[src/rtl/fsi_pkg.sv]
package fsi_pkg;
  localparam int ST_BUSY   = 0;
  localparam int ST_TXFULL = 1;
  localparam int ST_TXEMP  = 2;
  localparam int ST_RXEMP  = 3;
  localparam int ST_RXFULL = 4;
  localparam int ST_STBUSY = 5;
  localparam int ST_W      = 6;

  localparam int IRQ_TXTHR = 0;
  localparam int IRQ_TXOVF = 1;
  localparam int IRQ_RXUDF = 2;
  localparam int IRQ_RXOVF = 3;
  localparam int IRQ_RXTHR = 4;
  localparam int IRQ_W     = 5;

  localparam int CLR_ALL   = 0;
  localparam int CLR_RXUDF = 1;
  localparam int CLR_RXOVF = 2;
  localparam int CLR_TXOVF = 3;
  localparam int CLR_W     = 4;

  // sticky vector order
  localparam int SK_TXOVF = 0;
  localparam int SK_RXUDF = 1;
  localparam int SK_RXOVF = 2;
  localparam int SK_W     = 3;
endpackage

[src/rtl/fsi_lvl_ctr.sv]
module fsi_lvl_ctr #(
  parameter int DEPTH = 32,
  parameter int LW    = $clog2(DEPTH + 1)
) (
  input  logic          clk_i,
  input  logic          rst_ni,
  input  logic          en_i,
  input  logic          push_i,
  input  logic          pop_i,
  output logic [LW-1:0] lvl_o,
  output logic          full_o,
  output logic          empty_o,
  output logic          ovf_o,
  output logic          udf_o
);
  localparam logic [LW-1:0] FULL_LVL = LW'(DEPTH);

  logic [LW-1:0] lvl_q;
  logic          inc, dec;

  assign full_o  = (lvl_q == FULL_LVL);
  assign empty_o = (lvl_q == '0);
  assign inc     = en_i & push_i & ~full_o;
  assign dec     = en_i & pop_i & ~empty_o;
  assign ovf_o   = en_i & push_i & full_o;
  assign udf_o   = en_i & pop_i & empty_o;
  assign lvl_o   = lvl_q;

  always_ff @(posedge clk_i or negedge rst_ni) begin
    if (!rst_ni)    lvl_q <= '0;
    else if (!en_i) lvl_q <= '0;
    else            lvl_q <= lvl_q + LW'(inc) - LW'(dec);
  end

  p_lvl_bound_r1: assert property (@(posedge clk_i) disable iff (!rst_ni)
    lvl_q <= FULL_LVL);
  p_flush_r9: assert property (@(posedge clk_i) disable iff (!rst_ni)
    !en_i |=> lvl_q == '0);
  p_no_overfill_r3: assert property (@(posedge clk_i) disable iff (!rst_ni)
    (en_i && push_i && full_o && !pop_i) |=> lvl_q == FULL_LVL);
  p_idle_hold_r1: assert property (@(posedge clk_i) disable iff (!rst_ni)
    (en_i && !push_i && !pop_i) |=> $stable(lvl_q));
endmodule

[src/rtl/fsi_sticky.sv]
module fsi_sticky #(
  parameter int N = 3
) (
  input  logic         clk_i,
  input  logic         rst_ni,
  input  logic [N-1:0] set_i,
  input  logic [N-1:0] clr_i,
  output logic [N-1:0] q_o
);
  for (genvar i = 0; i < N; i++) begin : g_bit
    logic q;
    always_ff @(posedge clk_i or negedge rst_ni) begin
      if (!rst_ni)       q <= 1'b0;
      else if (set_i[i]) q <= 1'b1;   // set wins over clear
      else if (clr_i[i]) q <= 1'b0;
    end
    assign q_o[i] = q;

    p_set_r7: assert property (@(posedge clk_i) disable iff (!rst_ni)
      set_i[i] |=> q_o[i]);
    p_clr_r7: assert property (@(posedge clk_i) disable iff (!rst_ni)
      (clr_i[i] && !set_i[i]) |=> !q_o[i]);
    p_keep_r4: assert property (@(posedge clk_i) disable iff (!rst_ni)
      (q_o[i] && !clr_i[i]) |=> q_o[i]);
  end
endmodule

[src/rtl/fsi_top.sv]
module fsi_top #(
  parameter int DEPTH = 32,
  localparam int AW = $clog2(DEPTH),
  localparam int LW = $clog2(DEPTH + 1),
  localparam int WW = (AW > 5) ? AW : 5
) (
  input  logic          clk_i,
  input  logic          rst_ni,
  input  logic          en_i,
  input  logic          busy_i,
  input  logic          slv_tx_busy_i,
  input  logic          tx_push_i,
  input  logic          tx_pop_i,
  input  logic          rx_push_i,
  input  logic          rx_pop_i,
  input  logic          msk_we_i,
  input  logic          thr_tx_we_i,
  input  logic          thr_rx_we_i,
  input  logic [WW-1:0] wdata_i,
  input  logic          clr_we_i,
  input  logic [3:0]    clr_i,
  output logic [5:0]    status_o,
  output logic [4:0]    raw_o,
  output logic [4:0]    irq_stat_o,
  output logic [4:0]    mask_o,
  output logic          irq_o,
  output logic [LW-1:0] tx_lvl_o,
  output logic [LW-1:0] rx_lvl_o
);
  import fsi_pkg::*;

  logic [LW-1:0] tx_lvl, rx_lvl;
  logic          tx_full, tx_empty, tx_ovf, tx_udf_unused;
  logic          rx_full, rx_empty, rx_ovf, rx_udf;
  logic [AW-1:0] tx_thr_q, rx_thr_q;
  logic [IRQ_W-1:0] mask_q, raw;
  logic [SK_W-1:0]  sk_set, sk_clr, sk_q;

  fsi_lvl_ctr #(.DEPTH(DEPTH), .LW(LW)) u_tx (
    .clk_i, .rst_ni, .en_i,
    .push_i(tx_push_i), .pop_i(tx_pop_i),
    .lvl_o(tx_lvl), .full_o(tx_full), .empty_o(tx_empty),
    .ovf_o(tx_ovf), .udf_o(tx_udf_unused)
  );

  fsi_lvl_ctr #(.DEPTH(DEPTH), .LW(LW)) u_rx (
    .clk_i, .rst_ni, .en_i,
    .push_i(rx_push_i), .pop_i(rx_pop_i),
    .lvl_o(rx_lvl), .full_o(rx_full), .empty_o(rx_empty),
    .ovf_o(rx_ovf), .udf_o(rx_udf)
  );

  always_comb begin
    sk_set = '0;
    sk_set[SK_TXOVF] = tx_ovf;
    sk_set[SK_RXUDF] = rx_udf;
    sk_set[SK_RXOVF] = rx_ovf;
    sk_clr = '0;
    if (clr_we_i) begin
      sk_clr[SK_TXOVF] = clr_i[CLR_ALL] | clr_i[CLR_TXOVF];
      sk_clr[SK_RXUDF] = clr_i[CLR_ALL] | clr_i[CLR_RXUDF];
      sk_clr[SK_RXOVF] = clr_i[CLR_ALL] | clr_i[CLR_RXOVF];
    end
  end

  fsi_sticky #(.N(SK_W)) u_sticky (
    .clk_i, .rst_ni, .set_i(sk_set), .clr_i(sk_clr), .q_o(sk_q)
  );

  always_ff @(posedge clk_i or negedge rst_ni) begin
    if (!rst_ni) begin
      mask_q   <= '0;
      tx_thr_q <= '0;
      rx_thr_q <= '0;
    end else begin
      if (msk_we_i)    mask_q   <= wdata_i[IRQ_W-1:0];
      if (thr_tx_we_i) tx_thr_q <= wdata_i[AW-1:0];
      if (thr_rx_we_i) rx_thr_q <= wdata_i[AW-1:0];
    end
  end

  always_comb begin
    raw            = '0;
    raw[IRQ_TXTHR] = (tx_lvl <= LW'(tx_thr_q));
    raw[IRQ_TXOVF] = sk_q[SK_TXOVF];
    raw[IRQ_RXUDF] = sk_q[SK_RXUDF];
    raw[IRQ_RXOVF] = sk_q[SK_RXOVF];
    raw[IRQ_RXTHR] = (rx_lvl > LW'(rx_thr_q));
  end

  always_comb begin
    status_o            = '0;
    status_o[ST_BUSY]   = busy_i;
    status_o[ST_TXFULL] = tx_full;
    status_o[ST_TXEMP]  = tx_empty;
    status_o[ST_RXEMP]  = rx_empty;
    status_o[ST_RXFULL] = rx_full;
    status_o[ST_STBUSY] = slv_tx_busy_i;
  end

  assign raw_o      = raw;
  assign irq_stat_o = raw & mask_q;
  assign mask_o     = mask_q;
  assign irq_o      = |irq_stat_o;
  assign tx_lvl_o   = tx_lvl;
  assign rx_lvl_o   = rx_lvl;

  p_mask_gate_r8: assert property (@(posedge clk_i) disable iff (!rst_ni)
    (mask_q == '0) |-> !irq_o);
  p_mask_load_r8: assert property (@(posedge clk_i) disable iff (!rst_ni)
    msk_we_i |=> mask_q == $past(wdata_i[IRQ_W-1:0]));
  p_rxthr_noclr_r6: assert property (@(posedge clk_i) disable iff (!rst_ni)
    (clr_we_i && en_i && !rx_push_i && !rx_pop_i && !thr_rx_we_i)
      |=> raw_o[IRQ_RXTHR] == $past(raw_o[IRQ_RXTHR]));
  p_status_excl_r2: assert property (@(posedge clk_i) disable iff (!rst_ni)
    !(status_o[ST_TXFULL] && status_o[ST_TXEMP]));
  p_txovf_set_r3: assert property (@(posedge clk_i) disable iff (!rst_ni)
    (en_i && tx_push_i && status_o[ST_TXFULL]) |=> raw_o[IRQ_TXOVF]);
endmodule

[config.mk]
export PLATFORM = sky130hd
export DESIGN_NAME = fsi_top
export DESIGN_NICKNAME = d
export VERILOG_FILES = /design/src/rtl/fsi_pkg.sv /design/src/rtl/fsi_lvl_ctr.sv /design/src/rtl/fsi_sticky.sv /design/src/rtl/fsi_top.sv
export SDC_FILE = /design/constraint.sdc
export NUM_CORES = 1
export LEC_CHECK = 0
export CAP_MARGIN = 20
export CORE_MARGIN = 4
export CORE_UTILIZATION = 48
export DETAILED_ROUTE_END_ITERATION = 7
export HOLD_SLACK_MARGIN = 0.02
export PLACE_DENSITY = 0.92
export SLEW_MARGIN = 20
export SYNTH_ARGS = -nofsm -noshare
export SYNTH_HDL_FRONTEND = slang
export SYNTH_SLANG_ARGS = --single-unit
[constraint.sdc]
create_clock -name clk_i -period 2.95 [get_ports clk_i]
set_clock_uncertainty 0.05 [all_clocks]
set_input_delay 0.59 -clock clk_i [delete_from_list [all_inputs] [get_ports clk_i]]
set_output_delay 0.59 -clock clk_i [all_outputs]
set_load 0.005 [all_outputs]
==> flow_results.xml <==
<?xml version="1.0" encoding="UTF-8"?>
<metrics>
  <group name="outcome">
    <metric name="status" unit="">finished, final reports clean</metric>
  </group>
  <group name="die">
    <metric name="io_pins" unit="">56</metric>
    <metric name="rows" unit="">23</metric>
    <metric name="chipHeight" unit="µm">72.2</metric>
    <metric name="die_area" unit="mm²">0.00522</metric>
    <metric name="fp.coreArea" unit="mm²">0.00400</metric>
    <metric name="initial_utilization" unit="%">49.5</metric>
    <metric name="die_width" unit="µm">72.2</metric>
  </group>
  <group name="critical_path">
    <metric name="reg2reg_to" unit="">u_rx.lvl_o[4]$_DFF_PN0_</metric>
    <metric name="timing.reg2reg.worst_path_depth" unit="">14</metric>
    <metric name="slowest_stage_delay_on_critical_path" unit="ps">450</metric>
    <metric name="data_arrival_time_of_the_critical_path" unit="ps">2190</metric>
    <metric name="critical_path.top_delay_family" unit="">buffers and inverters</metric>
    <metric name="timing.critical_path.to_type" unit="">output port</metric>
    <metric name="setup.worst_path.start_class" unit="">register</metric>
    <metric name="timing.critical_path.buf_inv" unit="">2</metric>
    <metric name="worst-endpoint-required" unit="ps">2310</metric>
    <metric name="cp_max_fo" unit="">4</metric>
    <metric name="timing.reg2reg.setup_slack" unit="ps">170</metric>
    <metric name="crit_chain" unit="">ha_1, and4b_1, o21ai_0, a32oi_2, inv_1, clkdlybuf4s50_1</metric>
    <metric name="worst-setup-path-type" unit="">reg -&gt; out</metric>
    <metric name="slowest_library_cell_on_the_worst_path" unit="">clkdlybuf4s50_1</metric>
    <metric name="timing.rr.start" unit="">u_rx.lvl_o[3]$_DFF_PN0_</metric>
  </group>
  <group name="cells_and_area">
    <metric name="fin_area" unit="mm²">0.00267</metric>
    <metric name="n_fill_cell" unit="">315</metric>
    <metric name="sequential_cell_area" unit="µm²">752</metric>
    <metric name="flow.area_growth_from_synthesis" unit="%">35.0</metric>
    <metric name="multi_input_area" unit="mm²">0.00105</metric>
    <metric name="antenna_cells" unit="">0</metric>
    <metric name="final_nets" unit="">311</metric>
    <metric name="share_of_cells_above_drive_strength_1" unit="%">11.5</metric>
  </group>
  <group name="placed_design">
    <metric name="finalWeightedCongestion" unit="">0.809</metric>
    <metric name="placedInstanceArea" unit="mm²">0.00249</metric>
    <metric name="io_buffer_count" unit="">51</metric>
    <metric name="detailed_place_hpwl" unit="µm">3810</metric>
  </group>
  <group name="global_route">
    <metric name="grt_max_degree" unit="">31</metric>
    <metric name="grt-ovfl-total" unit="">0</metric>
    <metric name="via_count_of_the_first_global_routing_pass" unit="">1713</metric>
    <metric name="first_pass_grt_wire_length" unit="µm">8250</metric>
    <metric name="gr_util_all_layers" unit="%">21.1</metric>
    <metric name="antenna_violations_before_repair" unit="">0</metric>
  </group>
  <group name="logic_synthesis">
    <metric name="async_flop_share" unit="%">100</metric>
    <metric name="post_synth.cell_area_avg" unit="µm²">9.66</metric>
    <metric name="synth_fp_nets" unit="">257</metric>
    <metric name="synthDistinctLibCells" unit="">35</metric>
    <metric name="seq_area_frac_synth" unit="%">37.9</metric>
    <metric name="ys_ff_latch" unit="">30</metric>
    <metric name="synth_warnings" unit="">0</metric>
    <metric name="dominantRegCellSynth" unit="">dfrtp_1</metric>
    <metric name="post_synthesis_instance_area" unit="mm²">0.00198</metric>
    <metric name="synth_enable_flop_cells" unit="">0</metric>
    <metric name="post_synth_inst_count" unit="">205</metric>
  </group>
  <group name="power_and_ir_drop">
    <metric name="total_leakage_power" unit="µW">0.00126</metric>
    <metric name="ir_drop" unit="V">0.000495</metric>
    <metric name="p_per_area" unit="mW/mm²">912</metric>
  </group>
  <group name="timing">
    <metric name="hold_violations" unit="">0</metric>
    <metric name="relSlewSlack" unit="%">74.1</metric>
    <metric name="fmax" unit="MHz">353</metric>
    <metric name="period_share" unit="%">96.0</metric>
    <metric name="grt_setup_unrepaired" unit="">no</metric>
    <metric name="maxSlewViolCount" unit="">0</metric>
    <metric name="min_tclk_post_route" unit="ps">2830</metric>
    <metric name="setup-tns-final" unit="ps">0</metric>
    <metric name="worst-slew-pin-transition" unit="ps">383</metric>
    <metric name="number_of_setup_violations_in_the_final_report" unit="">0</metric>
  </group>
  <group name="clock_tree">
    <metric name="cts_buffers" unit="">5</metric>
    <metric name="cts-root-buf" unit="">clkbuf_8</metric>
    <metric name="cts_tree" unit="">yes</metric>
    <metric name="clock_sinks" unit="">30</metric>
    <metric name="clk-insertion-delay-late" unit="ps">290</metric>
    <metric name="clock_tree.buffer_depth" unit="">2</metric>
    <metric name="cts.clk_slew.worst_paths" unit="ps">70</metric>
    <metric name="holdBufCountCts" unit="">0</metric>
    <metric name="h-tree-depth" unit="">2</metric>
  </group>
  <group name="drt">
    <metric name="post_drt_via_cell_ratio" unit="">5.46</metric>
    <metric name="drc" unit="">0</metric>
    <metric name="route.vias.total" unit="">1693</metric>
    <metric name="firstDrtPassIters" unit="">4</metric>
    <metric name="drt.antenna.violating_nets" unit="">0</metric>
    <metric name="wire_length_per_cell_after_detailed_routing" unit="µm">16.4</metric>
    <metric name="detailedRoute.firstIterationViolations" unit="">95</metric>
    <metric name="route.final.wire_length" unit="µm">5100</metric>
  </group>
  <group name="worst_hold_path">
    <metric name="hold_class" unit="">reg -&gt; reg</metric>
    <metric name="worstHoldPathCells" unit="">1</metric>
    <metric name="worst_hold_path.endpoint" unit="">rx_thr_q[0]$_DFFE_PN0P_</metric>
    <metric name="hold_path.startpoint" unit="">rx_thr_q[0]$_DFFE_PN0P_</metric>
  </group>
  <group name="run">
    <metric name="timing.max_cap.violations" unit="">0</metric>
  </group>
</metrics>
[synthesized netlist by cell type (2+ instances only)]
cell type / instances / share of area (%)
a21oi_1: 4 / 1.0
nor4_1: 2 / 0.63
nand2_1: 14 / 2.7
mux2_2: 5 / 2.8
a21o_1: 2 / 0.76
a32o_1: 3 / 1.5
and4b_1: 2 / 1.0
clkbuf_1: 4 / 0.76
o41ai_1: 2 / 0.89
and4_1: 2 / 0.89
nand3_1: 3 / 0.76
o311ai_0: 2 / 0.89
nor2b_1: 2 / 0.63
and2_1: 7 / 2.2
nand4_1: 2 / 0.63
nor2_1: 12 / 2.3
and3_1: 2 / 0.63
ha_1: 28 / 18
fa_1: 2 / 2.0
inv_1: 28 / 5.3
a31oi_1: 4 / 1.3
dfrtp_1: 30 / 38
o21bai_1: 2 / 0.76
buf_4: 9 / 3.4
o21ai_0: 17 / 4.3
xnor2_1: 6 / 2.7
[per-layer routing]
layer	GRT usage (%)	part of all wire, %	vias up	routed length (µm)
li1	-	-	810	-
met1	24.7	41	824	2110
met2	36.5	51	51	2620
met3	4.29	5.0	8	255
met4	10.6	2.2	0	112
met5	0	0	-	0
[sequential cells by signal, summed over array words and instances, names as in the netlist]
signal and flops:
u_tx.lvl_o 6, rx_thr_q 5, tx_thr_q 5, u_sticky.g_bit.q 3
u_rx.lvl_o 6, mask_o 5
[repair_timing]
| action | CTS | global route |
|---|---|---|
| resized for setup | 2 | 5 |
| hold endpoints to repair | 0 | 0 |
| pin swaps | 1 | 4 |
| setup endpoints to repair | 2 | 3 |
| buffers inserted | 2 | 4 |
[power by group]
part	switching (µW)	total (µW)	internal [µW]	leakage, µW
clock	165	400	235	0.0000575
sequential	99.5	613	513	0.000376
combinational	660	1430	765	0.000823
total	924	2440	1510	0.00126
[placed cells by master (no fill, tap or decap), types with 2 or more instances in the layout]
cell type,count
a31oi_1,4
clkdlybuf4s50_1,49
and2_1,7
nand2_1,14
a21o_1,2
o21ai_0,16
o41ai_1,2
xnor2_1,6
and4b_1,2
clkbuf_8,8
mux2_2,5
fa_1,2
nor2_1,12
a21oi_1,4
and4_1,2
ha_1,27
nor4_1,2
inv_2,2
a32o_1,3
nor2b_1,2
nand3_1,3
o311ai_0,2
dfrtp_1,29
o21bai_1,2
buf_4,10
inv_1,27
and3_1,2
nand4_1,2
[worst register-to-register path, cell delays in order, from the launching register on]
cell	delay (ps)
dfrtp_1	400
buf_4	140
buf_4	140
inv_1	90
ha_1	160
and4_1	250
nor2_1	70
ha_1	270
inv_1	40
ha_1	220
fa_1	420
a21oi_1	170
o21bai_1	80
xnor2_1	140
nor2_1	50
[area by class of cell]
class / count / area share (%)
clock buffer: 8 / 4.12
inverter: 29 / 4.07
sequential: 30 / 28.1
multi-input combinational: 132 / 39.4
timing repair buffer: 61 / 22.0
tap: 50 / 2.34
[how the worst max path moves through the flow]
stage,startpoint,endpoint,slack [ps],cells past startpoint
CTS,u_tx.lvl_o[3]$_DFF_PN0_,raw_o[0],30,6
finish,u_tx.lvl_o[3]$_DFF_PN0_,raw_o[0],120,6
global placement,en_i,u_rx.lvl_o[4]$_DFF_PN0_,240,11
detailed placement,en_i,u_tx.lvl_o[4]$_DFF_PN0_,170,11
floorplan,en_i,u_rx.lvl_o[4]$_DFF_PN0_,470,12
global route,u_rx.lvl_o[3]$_DFF_PN0_,u_rx.lvl_o[4]$_DFF_PN0_,9,14
[cells by family (layout without fill, tap and decap cells)]
logic type               after synthesis  after routing  synth area share [%]
multiplexers                           5              5                  2.84
flip-flops                            30             30                  37.9
buffers and inverters                 43             98                  9.92
AO/OA/AOI/OAI                         41             41                  13.8
AND/OR/NAND/NOR                       50             50                  13.1
XOR/XNOR                               6              6                  2.65
adder cells (fa/ha/maj)               30             30                  19.7
[stage by stage]
| stage | hold slack [ps] | power [µW] | worst slack, ps | util [%] | std cells |
|---|---|---|---|---|---|
| CTS | 482 | 2400 | 25.9 | 65.8 | 306 |
| global placement | 455 | 1870 | 241 | 62.4 | 296 |
| finish | 477 | 2440 | 117 | 66.8 | 310 |
| detailed placement | 467 | 1950 | 166 | 62.4 | 296 |
| global route | 507 | 2620 | 8.82 | 66.8 | 310 |
| floorplan | 244 | 1440 | 468 | - | 205 |
No activity file was read; power rests on OpenSTA's default activity.
